**src/rtl/por_pkg.sv**
```systemverilog
package por_pkg;

  // Strobes the sequencing control sends to the counting datapath.
  typedef struct packed {
    logic delayStep;   // advance the release delay counter
    logic delayClear;  // return the release delay counter to zero
  } seqStrobe_t;

endpackage

```
**src/rtl/por_datapath.sv**
```systemverilog
module por_datapath
  import por_pkg::*;
#(
  parameter int DELAY_CYCLES = 1024,
  parameter int STD_MC       = 12,
  parameter int DBL_MC       = 6,
  parameter int PIN_MC       = 2
) (
  input  logic       clk,
  input  logic       supplyGood,
  input  seqStrobe_t strobe,
  input  logic       rstPin,
  input  logic       dblSpeed,
  output logic       delayLast,
  output logic       pinHeld
);

  localparam int DW      = (DELAY_CYCLES > 1) ? $clog2(DELAY_CYCLES) : 1;
  localparam int STD_LIM = STD_MC * PIN_MC;
  localparam int DBL_LIM = DBL_MC * PIN_MC;
  localparam int MAX_LIM = (STD_LIM > DBL_LIM) ? STD_LIM : DBL_LIM;
  localparam int PW      = $clog2(MAX_LIM + 1);

  logic [DW-1:0] delayCnt;
  logic [PW-1:0] pinCnt;
  logic [PW-1:0] pinLim;

  // Release delay counter, cleared asynchronously by supply loss.
  always_ff @(posedge clk or negedge supplyGood) begin
    if (!supplyGood)            delayCnt <= '0;
    else if (strobe.delayClear) delayCnt <= '0;
    else if (strobe.delayStep)  delayCnt <= delayCnt + 1'b1;
  end

  assign delayLast = (delayCnt == DW'(DELAY_CYCLES - 1));

  // Pin filter: consecutive high samples, saturating at the mode limit.
  assign pinLim = dblSpeed ? PW'(DBL_LIM) : PW'(STD_LIM);

  always_ff @(posedge clk or negedge supplyGood) begin
    if (!supplyGood)          pinCnt <= '0;
    else if (!rstPin)         pinCnt <= '0;
    else if (pinCnt < pinLim) pinCnt <= pinCnt + 1'b1;
  end

  assign pinHeld = (pinCnt >= pinLim);

endmodule

```
**src/rtl/por_control.sv**
```systemverilog
module por_control
  import por_pkg::*;
#(
  parameter int SYNC_STAGES = 2
) (
  input  logic       clk,
  input  logic       supplyGood,
  input  logic       clkValid,
  input  logic       delayLast,
  input  logic       pinHeld,
  output seqStrobe_t strobe,
  output logic       rstOut
);

  logic [SYNC_STAGES-1:0] syncChain;
  logic                   supplySync;
  logic                   released;

  // Synchronizer: asynchronous clear, synchronous release.
  always_ff @(posedge clk or negedge supplyGood) begin
    if (!supplyGood) syncChain[0] <= 1'b0;
    else             syncChain[0] <= 1'b1;
  end

  for (genvar s = 1; s < SYNC_STAGES; s++) begin : g_sync
    always_ff @(posedge clk or negedge supplyGood) begin
      if (!supplyGood) syncChain[s] <= 1'b0;
      else             syncChain[s] <= syncChain[s-1];
    end
  end

  assign supplySync = syncChain[SYNC_STAGES-1];

  always_comb begin
    strobe.delayStep  = supplySync && clkValid && !released;
    strobe.delayClear = !supplySync || (!clkValid && !released);
  end

  always_ff @(posedge clk or negedge supplyGood) begin
    if (!supplyGood)                             released <= 1'b0;
    else if (strobe.delayStep && delayLast)      released <= 1'b1;
  end

  always_ff @(posedge clk or negedge supplyGood) begin
    if (!supplyGood) rstOut <= 1'b1;
    else             rstOut <= !released || pinHeld;
  end

endmodule

```
**src/rtl/por_sequencer.sv**
```systemverilog
module por_sequencer
  import por_pkg::*;
#(
  parameter int DELAY_CYCLES = 1024,
  parameter int STD_MC       = 12,
  parameter int DBL_MC       = 6,
  parameter int PIN_MC       = 2,
  parameter int SYNC_STAGES  = 2
) (
  input  logic clk,
  input  logic supplyGood,
  input  logic clkValid,
  input  logic rstPin,
  input  logic dblSpeed,
  output logic rstOut
);

  seqStrobe_t strobe;
  logic       delayLast;
  logic       pinHeld;

  por_control #(.SYNC_STAGES(SYNC_STAGES)) u_ctrl (
    .clk        (clk),
    .supplyGood (supplyGood),
    .clkValid   (clkValid),
    .delayLast  (delayLast),
    .pinHeld    (pinHeld),
    .strobe     (strobe),
    .rstOut     (rstOut)
  );

  por_datapath #(
    .DELAY_CYCLES (DELAY_CYCLES),
    .STD_MC       (STD_MC),
    .DBL_MC       (DBL_MC),
    .PIN_MC       (PIN_MC)
  ) u_dp (
    .clk        (clk),
    .supplyGood (supplyGood),
    .strobe     (strobe),
    .rstPin     (rstPin),
    .dblSpeed   (dblSpeed),
    .delayLast  (delayLast),
    .pinHeld    (pinHeld)
  );

endmodule

```
**config.mk**
```make
export PLATFORM = sky130hd
export DESIGN_NAME = por_sequencer
export DESIGN_NICKNAME = d
export VERILOG_FILES = /design/src/rtl/por_pkg.sv /design/src/rtl/por_datapath.sv /design/src/rtl/por_control.sv /design/src/rtl/por_sequencer.sv
export SDC_FILE = /design/constraint.sdc
export NUM_CORES = 1
export LEC_CHECK = 0
export ABC_CLOCK_PERIOD_IN_PS = 1800
export CAP_MARGIN = 20
export CORE_UTILIZATION = 55
export DETAILED_ROUTE_END_ITERATION = 10
export GPL_ROUTABILITY_DRIVEN = 0
export PLACE_DENSITY = 0.85
export SLEW_MARGIN = 40
export SYNTH_ARGS = -nofsm -noshare
export SYNTH_HDL_FRONTEND = slang
export SYNTH_HIERARCHICAL = 1
export SYNTH_SLANG_ARGS = --single-unit
export TNS_END_PERCENT = 50
```
**constraint.sdc**
```tcl
create_clock -name clk -period 1.8 [get_ports clk]
set_input_delay 0.36 -clock clk [delete_from_list [all_inputs] [get_ports clk]]
set_output_delay 0.36 -clock clk [all_outputs]
set_load 0.01 [all_outputs]
```
Yosys cells after proc, flatten, opt, wreduce, memory -nomap -nowiden
Cells that the tools add are included.
{"block": "word_totals", "register_bits": 19, "output_inout_bits": 1, "elab_cells": 27, "input_bits": 5}
{"block": "classes", "n_eq_ne": 2, "n_lt_le_gt_ge": 2, "reduce_logical": 10, "n_mux": 5, "add_sub_neg": 2}
{"op": "10-bit two-way mux", "count": 2}
{"op": "5-bit two-way mux", "count": 3}
{"op": "10-bit by 1-bit adder with 10-bit output, second input constant", "count": 1}
{"op": "10-bit equality test, second input constant", "count": 1}
{"op": "5-bit by 1-bit adder with 5-bit output, second input constant", "count": 1}
{"op": "5-bit greater-or-equal comparator", "count": 1}
{"op": "5-bit < comparator", "count": 1}
{"op": "1-bit logical AND", "count": 4}
{"op": "1-bit zero test", "count": 3}
{"op": "1-bit logical OR", "count": 2}
{"op": "2-bit by 1-bit inequality test with 1-bit output, second input constant", "count": 1}
{"op": "2-bit nonzero test", "count": 1}

Longest topological paths before layout
{"block": "depth", "ltp_word": 4, "depth_mapped": 5, "ltp_nobuf": 5}

Cells and area by module
Netlist, hierarchy kept.
{"module": "por_datapath", "instances": 1, "area_per_inst_um2": 827.0, "seq_area_each_um2": 375.4, "cells_per_inst": 84}
{"module": "por_control", "instances": 1, "area_per_inst_um2": 133.9, "seq_area_each_um2": 101.3, "cells_per_inst": 9}

Least setup slack after synthesis
OpenSTA, ideal clock, no wires.
{"block": "synth_path", "kind": "register to register", "startpoint": "reg u_ctrl.released", "endpoint": "reg u_dp.delayCnt[7]", "t_required_ps": 1722, "period_less_slack_ps": 1538, "n_path_buf": 1, "path_stages_with_launch": 6, "slack_ps": 262, "t_arrival_ps": 1460, "setup_time_ps": 78, "cell_sequence": "dfrtp_1 -> and3b_1 -> buf_2 -> o2111ai_2 -> or3_2 -> a21oi_1"}
{"element": "from (decl)", "line": "por_control.sv:17", "rtl": "logic released;"}
{"element": "from (signal assigned)", "line": "por_control.sv:40", "rtl": "if (!supplyGood) released <= 1'b0;"}
{"element": "from (signal assigned)", "line": "por_control.sv:41", "rtl": "else if (strobe.delayStep && delayLast) released <= 1'b1;"}
{"element": "to (signal assigned)", "line": "por_datapath.sv:32", "rtl": "else if (strobe.delayStep) delayCnt <= delayCnt + 1'b1;"}
{"element": "to (decl)", "line": "por_datapath.sv:24", "rtl": "logic [DW-1:0] delayCnt;"}

Worst setup path in the final report
{"block": "layout_path", "startpoint": "in dblSpeed", "endpoint": "reg u_dp.pinCnt[3]"}
{"block": "layout_via", "elab_chain_cells": 3}
{"element": "from (decl)", "line": "por_sequencer.sv:14", "rtl": "input logic dblSpeed,"}
{"element": "5-bit two-way mux", "line": "por_datapath.sv:38", "rtl": "assign pinLim = dblSpeed ? PW'(DBL_LIM) : PW'(STD_LIM);"}
{"element": "5-bit < comparator", "line": "por_datapath.sv:43", "rtl": "else if (pinCnt < pinLim) pinCnt <= pinCnt + 1'b1;"}
{"element": "2-bit by 1-bit inequality test with 1-bit output (no line)"}
{"element": "to (signal assigned)", "line": "por_datapath.sv:43"}
{"element": "to (decl)", "line": "por_datapath.sv:25", "rtl": "logic [PW-1:0] pinCnt;"}
No other way between the ends.
A chain may end at the register's enable or synchronous reset.

==> flow_summary.ini <==
[run_status]
status = completed

[sta]
finalWorstSetupSlack_ns = 0.0640
rsz0062_at_grt = no
setup_violations = 0
max_freq_mhz = 576
slew_viol_final = 0
setup_tns_ns = 0
whs_ns = 0.304
clock_skew_ns = 0.00651
period_share_pct = 96.4
min_period_ns = 1.74
hold_viol = 0

[clocking]
postCtsSetupBuffers = 0
clk_pin_slew_ns = 0.10
cts_root_buffer = clkbuf_4
worstSkewPairLatency_ns = 0.29
cts_sinks = 19
cts_tree = built
clk_path_buf_depth = 2
ctsResizeCount = 0
htree_levels = 1
postCtsHoldBufs = 0
cts_buffers = 3

[route]
post-route-drc-count = 0
drtIter0Drc = 40
wl_per_cell_um = 14.9
route.vias.total = 786
antenna_left = 0
wl_um = 1860
drtPass1Iterations = 4
via_per_inst = 6.29

[job]
cap_violations = 0

[final_layout]
final_layout_size_suffix_gt1_share_pct = 15.6
final_util_pct = 70.8
area_growth_pct = 16.1
final_nets = 120
antennaDiodeCount = 0
layout_commonest_cell = dfrtp_1
fin_cells = 125
final_cell_mix = 18 x dfrtp_1, 10 x a21oi_1, 9 x buf_4
stdcell_area_um2 = 1120
nFillCells = 117

[grt]
grt_max_degree = 14
antenna_found_initial = 0
grt_pass1_wl_um = 3310
grt_pass1_vias = 793
grt_usage_pct = 24.3
gr-total-overflow = 0

[synth]
synth_nets = 103
synth_edf_count = 0
synth_cell_type_count = 29
synth_cells = 93
ys_warn_count = 6
async_flop_share_pct = 100
avgSynthCellArea_um2 = 10.3
synth_flop_cell = dfrtp_1
ys_seq_area_share_pct = 49.6
syn_area_um2 = 961
synth_seq_cells = 19

[critical_path]
rr_startpoint = u_ctrl/released
endpoint_kind = flip-flop
arrival_ns = 1.96
crit_start = dblSpeed
cp_max_fo = 3
cp.required_ns = 2.02
worstSetupStartpointType = input port
cp_top_family = simple AND/OR/NAND/NOR gates
critical_path.cell_chain = clkdlybuf4s50_1 > ha_1 > and3b_1 > or4_1 > a21oi_1
path_buf_inv = 1
path_class = input port to flip-flop
slowest_delay_ns = 0.47
cpMaxStageDelayCell = or4_1

[placement]
portBuffers = 5
dp.cells = 121
place_hpwl_um = 1360
placed_cell_area_um2 = 1090
dp_slack_ns = -0.231

[die]
core.rowCount = 14
coreArea_um2 = 1580
initial_core_util_pct = 61.0
die_w_um = 43.8
ioPinCount = 6
die_area_um2 = 1920
die_height_um = 43.8

[pwr]
powerDensity_nw_per_um2 = 636
total_power_mw = 0.710
leakagePower_nw = 0.485
peakVddDrop_v = 0.000553

[min_path]
hold_path.class = input port to async pin
-- report_power, final --
part           switching, mW  internal [mW]
sequential           0.00776          0.436
combinational         0.0336         0.0282
clock                  0.119         0.0862
total                  0.160          0.550
-- cells by family (layout without fill, tap and decap cells) --
logic type / after synthesis / in the layout / synth area share [%]
muxes: 1 / 1 / 1.04
buffers and inverters: 7 / 23 / 2.86
other: 1 / 1 / 0.390
xor gates and xnor gates: 4 / 4 / 3.65
AOI/OAI and AO/OA: 23 / 23 / 14.6
and+or+nand+nor: 33 / 33 / 21.4
DFF: 19 / 19 / 49.6
adders and majority gates: 5 / 5 / 6.51
-- worst reg2reg max path, stage by stage, from the launching register on --
cell and delay, ns:
dfrtp_1 0.42, o21ai_0 0.30, o2111ai_2 0.23, or4_1 0.44, a21oi_1 0.17
-- synthesized netlist by cell type, types with 2 or more instances --
cell type   n  area [µm²]
nand3_1     8        40.0
xor2_1      3        26.3
nand2_1     3        11.3
nor2_1      5        18.8
or3_1       2        12.5
dfrtp_1    18         450
ha_1        5        62.6
and3b_1     2        17.5
or4_1       3        22.5
o21ai_0     7        35.0
nand4_1     4        25.0
o31ai_1     3        22.5
a21oi_1    10        50.1
inv_1       5        18.8
-- metal layers --
metal	track usage [%]	wire length [µm]
met4	8.13	9
met5	0	0
met3	8.75	104
met1	34.1	862
met2	35.2	884
-- state kept, by name (all words and copies together), names as in the netlist --
signal and flops:
u_ctrl/supplySync 1, u_ctrl/rstOut 1, u_dp/pinCnt 5, u_ctrl/syncChain 1
u_dp/delayCnt 10, u_ctrl/released 1
-- layout make-up --
class                   instances  area, µm²  share of cell area (%)
multi-input cells              67        457                    40.9
repair buffers                 14        118                    10.5
well taps                      16       20.0                    1.79
inverters                       5       18.8                    1.68
flip-flops and latches         19        477                    42.7
clock buffers                   4       26.3                    2.35
-- final timing paths --
kind                                      to  slack, ns  cells after the start
setup reg to reg            u_dp/delayCnt[9]       0.17                      4
setup / recovery              u_dp/pinCnt[3]       0.06                      5
max in group asynchronous   u_dp/delayCnt[0]       1.01                      2
hold reg to reg            u_ctrl/supplySync       0.37                      0
min in group clk           u_ctrl/supplySync       0.37                      0
hold / removal                u_dp/pinCnt[3]       0.30                      1
Note: power is estimated with default switching activity, not from simulation.
